## src/rtl/dsp_quad_pkg.sv

```systemverilog
package dsp_quad_pkg;
  localparam int DEF_OPW  = 18;
  localparam int DEF_NMUL = 4;
  localparam int DEF_ACCW = 44;

  typedef enum logic {
    OP_ADD = 1'b0,
    OP_SUB = 1'b1
  } sign_op_e;
endpackage

```

## src/rtl/dsp_pipe_reg.sv

```systemverilog
module dsp_pipe_reg #(
  parameter int W = 1
) (
  input  logic         clk,
  input  logic         rst,
  input  logic         ce,
  input  logic         en,
  input  logic [W-1:0] d,
  output logic [W-1:0] q
);
  logic [W-1:0] r;

  always_ff @(posedge clk) begin
    if (rst)     r <= '0;
    else if (ce) r <= d;
  end

  assign q = en ? r : d;
endmodule

```

## src/rtl/dsp_operand_stage.sv

```systemverilog
module dsp_operand_stage #(
  parameter int OPW  = 18,
  parameter int NMUL = 4,
  localparam int VW  = OPW * NMUL
) (
  input  logic          clk,
  input  logic          rst,
  input  logic          ce,
  input  logic          use_reg,
  input  logic          tap_en,
  input  logic [VW-1:0] a_in,
  input  logic [VW-1:0] b_in,
  output logic [VW-1:0] a_use,
  output logic [VW-1:0] b_use,
  output logic [VW-1:0] tap_q
);
  logic [OPW-1:0] a_q [NMUL];
  logic [OPW-1:0] a_d [NMUL];
  logic [VW-1:0]  b_q;

  // Lane 0 always loads its own input; other lanes load the previous
  // lane's register in tap mode to form the delay line.
  for (genvar i = 0; i < NMUL; i++) begin : g_lane
    if (i == 0) begin : g_head
      assign a_d[i] = a_in[OPW-1:0];
    end else begin : g_link
      assign a_d[i] = tap_en ? a_q[i-1] : a_in[i*OPW +: OPW];
    end
    assign a_use[i*OPW +: OPW] = (use_reg || tap_en) ? a_q[i] : a_in[i*OPW +: OPW];
    assign tap_q[i*OPW +: OPW] = a_q[i];
  end

  always_ff @(posedge clk) begin
    if (rst) begin
      for (int i = 0; i < NMUL; i++) a_q[i] <= '0;
      b_q <= '0;
    end else if (ce) begin
      for (int i = 0; i < NMUL; i++) a_q[i] <= a_d[i];
      b_q <= b_in;
    end
  end

  assign b_use = use_reg ? b_q : b_in;
endmodule

```

## src/rtl/dsp_pair_mult.sv

```systemverilog
module dsp_pair_mult #(
  parameter int OPW = 18,
  localparam int PW = 2 * OPW + 1
) (
  input  logic signed [OPW-1:0] x0,
  input  logic signed [OPW-1:0] y0,
  input  logic signed [OPW-1:0] x1,
  input  logic signed [OPW-1:0] y1,
  output logic signed [PW-1:0]  psum
);
  // Two full products, each sign-extended by one bit before the add.
  function automatic logic signed [PW-1:0] mul_pair(
    input logic signed [OPW-1:0] p, input logic signed [OPW-1:0] q,
    input logic signed [OPW-1:0] r, input logic signed [OPW-1:0] s);
    logic signed [2*OPW-1:0] m0, m1;
    m0 = p * q;
    m1 = r * s;
    return PW'(m0) + PW'(m1);
  endfunction

  assign psum = mul_pair(x0, y0, x1, y1);
endmodule

```

## src/rtl/dsp_accum.sv

```systemverilog
module dsp_accum
  import dsp_quad_pkg::*;
#(
  parameter int SW   = 38,
  parameter int ACCW = 44
) (
  input  logic                   clk,
  input  logic                   rst,
  input  logic                   ce,
  input  logic                   out_reg,
  input  logic                   acc_on,
  input  logic                   chain_on,
  input  logic                   sub,
  input  logic                   clr,
  input  logic signed [SW-1:0]   sum,
  input  logic signed [ACCW-1:0] chain_in,
  output logic signed [ACCW-1:0] acc_q,
  output logic signed [ACCW-1:0] result
);
  logic signed [ACCW-1:0] total;

  function automatic logic signed [ACCW-1:0] next_total(
    input logic signed [ACCW-1:0] fb, input logic signed [SW-1:0] s,
    input sign_op_e op, input logic load, input logic fb_on,
    input logic link_on, input logic signed [ACCW-1:0] link);
    logic signed [ACCW-1:0] base, term, extra;
    base  = (fb_on && !load) ? fb : '0;
    term  = ACCW'(s);
    if (op == OP_SUB) term = -term;
    extra = link_on ? link : '0;
    return base + term + extra;
  endfunction

  assign total = next_total(acc_q, sum, sign_op_e'(sub), clr, acc_on, chain_on, chain_in);

  always_ff @(posedge clk) begin
    if (rst)     acc_q <= '0;
    else if (ce) acc_q <= total;
  end

  assign result = out_reg ? acc_q : total;
endmodule

```

## src/rtl/dsp_quad_mac.sv

```systemverilog
module dsp_quad_mac
  import dsp_quad_pkg::*;
#(
  parameter int OPW  = DEF_OPW,
  parameter int NMUL = DEF_NMUL,
  parameter int ACCW = DEF_ACCW,
  localparam int VW    = OPW * NMUL,
  localparam int NPAIR = NMUL / 2,
  localparam int PW    = 2 * OPW + 1,
  localparam int SW    = PW + $clog2(NPAIR),
  localparam int PVW   = PW * NPAIR
) (
  input  logic                   clk,
  input  logic                   rst,
  input  logic                   ce,
  input  logic                   cfg_in_reg,
  input  logic                   cfg_pipe_reg,
  input  logic                   cfg_out_reg,
  input  logic                   cfg_tap,
  input  logic                   cfg_accum,
  input  logic                   cfg_chain,
  input  logic [VW-1:0]          a_in,
  input  logic [VW-1:0]          b_in,
  input  logic                   sub,
  input  logic                   acc_clr,
  input  logic signed [ACCW-1:0] chain_in,
  output logic signed [ACCW-1:0] result,
  output logic signed [ACCW-1:0] chain_out
);
  logic [VW-1:0]        a_use, b_use, tap_q;
  logic [1:0]           ctl_s2;
  logic [PVW-1:0]       pair_s2, pair_s3;
  logic                 sub_s3, clr_s3;
  logic signed [SW-1:0] sum_s3;
  logic signed [ACCW-1:0] acc_q;

  // Stage 1: operands (with optional tap line) and their controls.
  dsp_operand_stage #(.OPW(OPW), .NMUL(NMUL)) u_ops (
    .clk(clk), .rst(rst), .ce(ce), .use_reg(cfg_in_reg), .tap_en(cfg_tap),
    .a_in(a_in), .b_in(b_in), .a_use(a_use), .b_use(b_use), .tap_q(tap_q)
  );

  dsp_pipe_reg #(.W(2)) u_ctl1 (
    .clk(clk), .rst(rst), .ce(ce), .en(cfg_in_reg),
    .d({sub, acc_clr}), .q(ctl_s2)
  );

  // Pair multiply-add units.
  for (genvar j = 0; j < NPAIR; j++) begin : g_pair
    dsp_pair_mult #(.OPW(OPW)) u_pair (
      .x0(signed'(a_use[(2*j)*OPW +: OPW])),
      .y0(signed'(b_use[(2*j)*OPW +: OPW])),
      .x1(signed'(a_use[(2*j+1)*OPW +: OPW])),
      .y1(signed'(b_use[(2*j+1)*OPW +: OPW])),
      .psum(pair_s2[j*PW +: PW])
    );
  end

  // Stage 2: pair sums with their controls.
  dsp_pipe_reg #(.W(PVW + 2)) u_mid (
    .clk(clk), .rst(rst), .ce(ce), .en(cfg_pipe_reg),
    .d({ctl_s2, pair_s2}), .q({sub_s3, clr_s3, pair_s3})
  );

  // Final adder over all pair sums, each sign-extended.
  always_comb begin
    sum_s3 = '0;
    for (int j = 0; j < NPAIR; j++)
      sum_s3 = sum_s3 + SW'(signed'(pair_s3[j*PW +: PW]));
  end

  // Stage 3: accumulate / link / output register.
  dsp_accum #(.SW(SW), .ACCW(ACCW)) u_acc (
    .clk(clk), .rst(rst), .ce(ce), .out_reg(cfg_out_reg), .acc_on(cfg_accum),
    .chain_on(cfg_chain), .sub(sub_s3), .clr(clr_s3), .sum(sum_s3),
    .chain_in(chain_in), .acc_q(acc_q), .result(result)
  );

  assign chain_out = result;
endmodule

```

## config.mk

```make
export PLATFORM = sky130hd
export DESIGN_NAME = dsp_quad_mac
export DESIGN_NICKNAME = d
export VERILOG_FILES = /design/src/rtl/dsp_quad_pkg.sv /design/src/rtl/dsp_pipe_reg.sv /design/src/rtl/dsp_operand_stage.sv /design/src/rtl/dsp_pair_mult.sv /design/src/rtl/dsp_accum.sv /design/src/rtl/dsp_quad_mac.sv
export SDC_FILE = /design/constraint.sdc
export NUM_CORES = 2
export LEC_CHECK = 0
export BUFFER_PORTS_ARGS = -buffer_cell sky130_fd_sc_hd__buf_2
export CORE_ASPECT_RATIO = 1.25
export CORE_MARGIN = 2
export CORE_UTILIZATION = 30
export CTS_BUF_LIST = sky130_fd_sc_hd__clkbuf_16
export DETAILED_ROUTE_END_ITERATION = 12
export GPL_TIMING_DRIVEN = 1
export PLACE_DENSITY = 0.46
export SKIP_CTS_REPAIR_TIMING = 1
export SYNTH_ARGS = -nofsm -noshare
export SYNTH_HDL_FRONTEND = slang
export SYNTH_SLANG_ARGS = --single-unit
```

## constraint.sdc

```tcl
create_clock -name clk -period 19 [get_ports clk]
set_input_delay 0.95 -clock clk [delete_from_list [all_inputs] [get_ports clk]]
set_output_delay 0.95 -clock clk [all_outputs]
set_load 0.02 [all_outputs]
```

**Word level (Yosys, flattened, before mapping)**

Memories as Yosys holds them, arrays and structs flattened.
Index checks and enable logic that the tools add are counted.

- Mux-type cells: 23
- Bitwise logic cells: 4
- $mul: 4
- Add/sub/neg operators: 6
- Reductions and logical operators: 3

Operators with widths:

| kind | count |
|---|---|
| $mux 18 | 11 |
| $mux 44 | 4 |
| $mul 18x18->36 | 4 |
| $add 44x44->44 | 2 |
| $mux 76 | 1 |
| $add 36x36->37 | 2 |
| $mux 72 | 1 |
| $neg 38->44 | 1 |
| $add 37x37->38 | 1 |
| $mux 1 | 5 |
| $or 1x1->1 | 4 |
| $mux 2 | 1 |
| $logic_and 1x1->1 | 1 |
| $logic_not 1->1 | 1 |
| $logic_or 1x1->1 | 1 |

- Output and inout port bits: 88
- Input bits: 199
- Word-level logic and storage cells: 45
- Memories kept: 1
- Register bits: 194
- Bits in writable memories: 72

Memories:

| name | depth | width | rd ports | clocked after memory_dff | write ports | line | source |
|---|---|---|---|---|---|---|---|
| u_ops.a_q | 4 | 18 | 4 | 0 | 4 | dsp_operand_stage.sv:17 | `logic [OPW-1:0] a_q [NMUL];` |

**Longest topological paths before layout**

- Depth after elaboration: 11
- Mapped depth: 63

**Modules after synthesis**

Synthesis repeated with hierarchy kept, for this count alone.

- Cell total of the unflattened synthesis: 7,520
- Area total of the unflattened synthesis: 69,873.3 sq um

Modules (own cells, without submodules):

| module | cells an instance | area each (sq um) | instances | sequential area each (sq um) |
|---|---|---|---|---|
| dsp_pair_mult at g_pair[0].u_pair | 2,611 | 24,476.0 | 1 | 0.0 |
| dsp_pair_mult at g_pair[1].u_pair | 2,575 | 24,250.8 | 1 | 0.0 |
| dsp_operand_stage | 606 | 7,402.1 | 1 | 3,603.5 |
| dsp_accum | 988 | 7,074.3 | 1 | 880.8 |
| dsp_pipe_reg at u_mid | 329 | 3,794.9 | 1 | 1,521.5 |
| dsp_quad_mac | 403 | 2,785.2 | 1 | 0.0 |
| dsp_pipe_reg at u_ctl1 | 8 | 90.1 | 1 | 40.0 |

**Worst setup path before layout**

Ideal clock, no wire load.

- Path kind: input -> output
- Start: input cfg_tap
- End: output result[40]
- Stages: 53
- Buffers on the path: 4
- Path slack: 3.228 ns
- Data arrival time: 14.822 ns
- Cells stage by stage: clkbuf_1 > nor2_1 > clkbuf_1 > buf_1 > mux2i_1 > nor2_1 > fa_1 > inv_1 > fa_1 > inv_1 > fa_1 > inv_1 > fa_1 > fa_1 > inv_1 > fa_1 > fa_1 > inv_1 > [... 17 more ...] > nand4_1 > nor4_2 > nor2_1 > xor2_1 > fa_1 > inv_1 > ha_1 > a21o_1 > a21o_1 > a21oi_1 > nor2_1 > o31ai_1 > o211ai_1 > and3b_1 > a2111oi_0 > xor2_1 > o21ai_0 > buf_4

- Word-level cells in the longest chain between the ends: 11
- Elaborated cells between the ends (all ways): 18
- Those cells by class: 6 x add/sub; 4 x mul; 7 x mux; 1 x reduce/logical

Ends and longest elaborated chain:

| what | line | source |
|---|---|---|
| start, declared | dsp_quad_mac.sv:19 | `input logic cfg_tap,` |
| $logic_or 1x1->1 * | dsp_operand_stage.sv:29 | `assign a_use[i*OPW +: OPW] = (use_reg \|\| tap_en) ? a_q[i] : a_in[i*OPW +: OPW];` |
| $mux 18 | dsp_operand_stage.sv:29 |  |
| $mul 18x18->36, on equally long branches | dsp_pair_mult.sv:16, dsp_pair_mult.sv:17 |  |
| $add 36x36->37 | dsp_pair_mult.sv:18 | `return PW'(m0) + PW'(m1);` |
| $mux 76 * | dsp_pipe_reg.sv:18 | `assign q = en ? r : d;` |
| $add 37x37->38 * | dsp_quad_mac.sv:69 | `sum_s3 = sum_s3 + SW'(signed'(pair_s3[j*PW +: PW]));` |
| $neg 38->44 | dsp_accum.sv:29 | `if (op == OP_SUB) term = -term;` |
| $mux 44 * | dsp_accum.sv:29 |  |
| $add 44x44->44 * (2 in a row) | dsp_accum.sv:31 | `return base + term + extra;` |
| $mux 44 * | dsp_accum.sv:41 | `assign result = out_reg ? acc_q : total;` |
| end, declared | dsp_quad_mac.sv:27 | `output logic signed [ACCW-1:0] result,` |

Mark *: on every way between the ends. The rest lies on a longest branch, timed or not.

**Final worst setup path**

- Start: input cfg_in_reg
- End: output chain_out[40]

- Word-level cells in the longest chain between the ends: 11
- Elaborated cells between the ends (all ways): 23
- Those cells by class: 6 x add/sub; 4 x mul; 10 x mux; 3 x reduce/logical

Ends and longest elaborated chain:

| what | line | source |
|---|---|---|
| start, declared | dsp_quad_mac.sv:16 | `input logic cfg_in_reg,` |
| $logic_or 1x1->1 | dsp_operand_stage.sv:29 |  |
| $mux 18 | dsp_operand_stage.sv:29 |  |
| $mul 18x18->36, on equally long branches | dsp_pair_mult.sv:16, dsp_pair_mult.sv:17 |  |
| $add 36x36->37 | dsp_pair_mult.sv:18 |  |
| $mux 76 * | dsp_pipe_reg.sv:18 |  |
| $add 37x37->38 | dsp_quad_mac.sv:69 |  |
| $neg 38->44 | dsp_accum.sv:29 |  |
| $mux 44 | dsp_accum.sv:29 |  |
| $add 44x44->44 * (2 in a row) | dsp_accum.sv:31 |  |
| $mux 44 * | dsp_accum.sv:41 |  |
| end, declared | dsp_quad_mac.sv:28 | `output logic signed [ACCW-1:0] chain_out` |

Marks and branches as above.

==> results.ini <==
[cts]
cts_tree = yes
cts_made_buffers = 40
clk_latency_ps = 640
path_clk_slew_ps = 60
clockBufferDepth = 3
cts_root_buf = clkbuf_16
clock-sinks = 266
htree_num_levels = 2

[floorplan]
fp-row-count = 194
num_io_pins = 287
die_x_um = 429
die-area_um2 = 229000
die_h_um = 535
core_area_um2 = 224000
start_util = 0.302

[timing]
rsz0062_at_grt = false
fin_crit_sh = 0.950
setup_viol = 0
hold_viol_final = 0
clock.fmax_mhz = 55.4
slew_violations = 0
setup_tns_ps = 0
slew_headroom = 0.0814
skew_ps = 38.4
tightest_slew_ps = 1350
min_period_ps = 18050

[yosys]
synth_area_um2 = 67600
syn-num-nets = 9591
yosysMostFrequentCell = inv_1
ys_warn_count = 0
ys_seq_elements = 266
async_flop_share = 0
yosys-top-cells-area = fa_1 44%, inv_1 8.9%, ha_1 7.0%, dfxtp_1 5.7%, nor2_1 5.3%
synthCells = 7511
synth_ff_type = dfxtp_1
synth_common_cells = 1604 x inv_1, 1501 x fa_1, 951 x nor2_1, 860 x nand2_1, 380 x ha_1
synth_edf_count = 72
seq_area_frac_synth = 0.0895
synth_top_area_share = 0.445
synth_top_area_cell = fa_1
synth.avg_cell_area_um2 = 9.00
synth_cell_types = 92

[setup_path]
crit_fanout = 45
required_ps = 18050
cp-start-kind = primary input
cp_slowest_cell = nor4b_1
r2r-start = u_ops.b_q[55]$_SDFFE_PP0P_
worstPathArrival_ps = 17100
r2r_setup_slack_ps = 3590
cpMostUsedCell = fa_1
max_stage_delay_ps = 850
setup.worst_path.start = cfg_in_reg
path_class = in2out
end_kind = output port

[routing]
wl_per_cell_um = 22.1
routed_wl_um = 236000
drc_errors = 0
vias = 51100
first_iter_violations = 3099
ant_nets = 0
first_pass_iters = 6
viasPerCell = 4.79

[status]
run_status = finished, final reports clean

[placed_design]
io_buffers = 286
gp_congestion = 0.904
dp_hpwl_um = 201000
dp.cells = 10600

[cells_and_area]
fin_cells = 10700
nFillCells = 23500
multi_input_area_um2 = 54300
area.growth.synth_to_final_pct = 9.59
final_nets = 9770
drive_above_1_share = 0.0922
seqCellArea_um2 = 6050

[min_path]
min-delay-start = u_mid.r[58]$_SDFFE_PP0P_
hp-class = reg2reg

[global_routing]
antenna_found_initial = 22
overflow = 0
grt_pass1_wl_um = 355000
first_global_vias = 55300
grtUsageTotal = 0.208
grt_max_degree = 85

[job]
cap_violations = 0

[worst paths after layout]
kind / endpoint / cells after the start
min reg2reg: u_mid.r[58]$_SDFFE_PP0P_ / 2
max: chain_out[40] / 51
max reg2reg: u_acc.acc_q[40]$_SDFFE_PP0P_ / 48
min: u_mid.r[58]$_SDFFE_PP0P_ / 2
[final cells by class]
type / count / share of cell area
clock inverter: 33 / 0.00473
tap: 2940 / 0.0497
sequential: 266 / 0.0816
multi-input combinational: 5344 / 0.734
inverter: 1608 / 0.0815
clock buffer: 41 / 0.0139
antenna: 8 / 0.000270
timing repair buffer: 430 / 0.0346
[per-stage QoR]
step                setup slack, ps  hold slack, ps  instance area [µm²]   util
detailed placement              765             442                72700  0.325
finish                          949             449                74100  0.331
global placement                794             434                72700  0.325
floorplan                      3230             425                67600      -
CTS                             706             455                74000  0.331
global route                   25.4             473                74100  0.331
[layout by cell type, fill, tap and decap left out, types with 30 or more instances in the layout]
cell,n
a21oi_1,148
nand3_1,37
nor2b_1,59
buf_4,144
nand2_1,860
fa_1,1501
and2_1,61
dfxtp_1,194
o21ai_0,246
xnor2_1,127
inv_1,1608
and3_1,32
mux2_2,139
a21o_1,86
clkbuf_16,41
nor2_1,948
mux2i_1,265
nand2b_1,50
nor3_1,30
xor2_1,77
buf_2,281
edfxtp_1,72
ha_1,380
[kinds of logic (layout without fill, tap and decap cells)]
| logic type | after synthesis | after routing | share of synthesized area |
|---|---|---|---|
| compound gates | 650 | 650 | 0.0590 |
| xor+xnor | 207 | 207 | 0.0271 |
| fa+ha+maj | 1881 | 1881 | 0.515 |
| buf+inv | 1901 | 2112 | 0.108 |
| flops | 266 | 266 | 0.0895 |
| mux | 429 | 429 | 0.0661 |
| other cells | 0 | 8 | 0 |
| simple gates | 2177 | 2177 | 0.135 |
[critical path: cells and delay by family]
family / cells / cell delay, ps
adder cells (fa/ha/maj): 12 / 5800
AND/OR/NAND/NOR: 15 / 4270
AO/OA/AOI/OAI: 12 / 3130
buffers and inverters: 8 / 1010
XOR/XNOR: 3 / 1000
multiplexers: 1 / 760
[per-layer routing]
layer,GRT usage,vias to the layer above,wire length [µm]
li1,-,23000,-
met1,0.255,26500,95000
met2,0.376,1293,121000
met3,0.0199,299,9940
met4,0.0809,6,10100
met5,0,-,47
[flip-flops by register name, indices dropped and copies added, names as in the netlist]
register	count
u_mid.r	76
u_ops.a_q	72
u_ops.b_q	72
u_acc.acc_q	44
u_ctl1.r	2
Power is left out: the tool's default activity adds up to more than one toggle a clock period on the data nets, which glitch-free logic cannot reach.
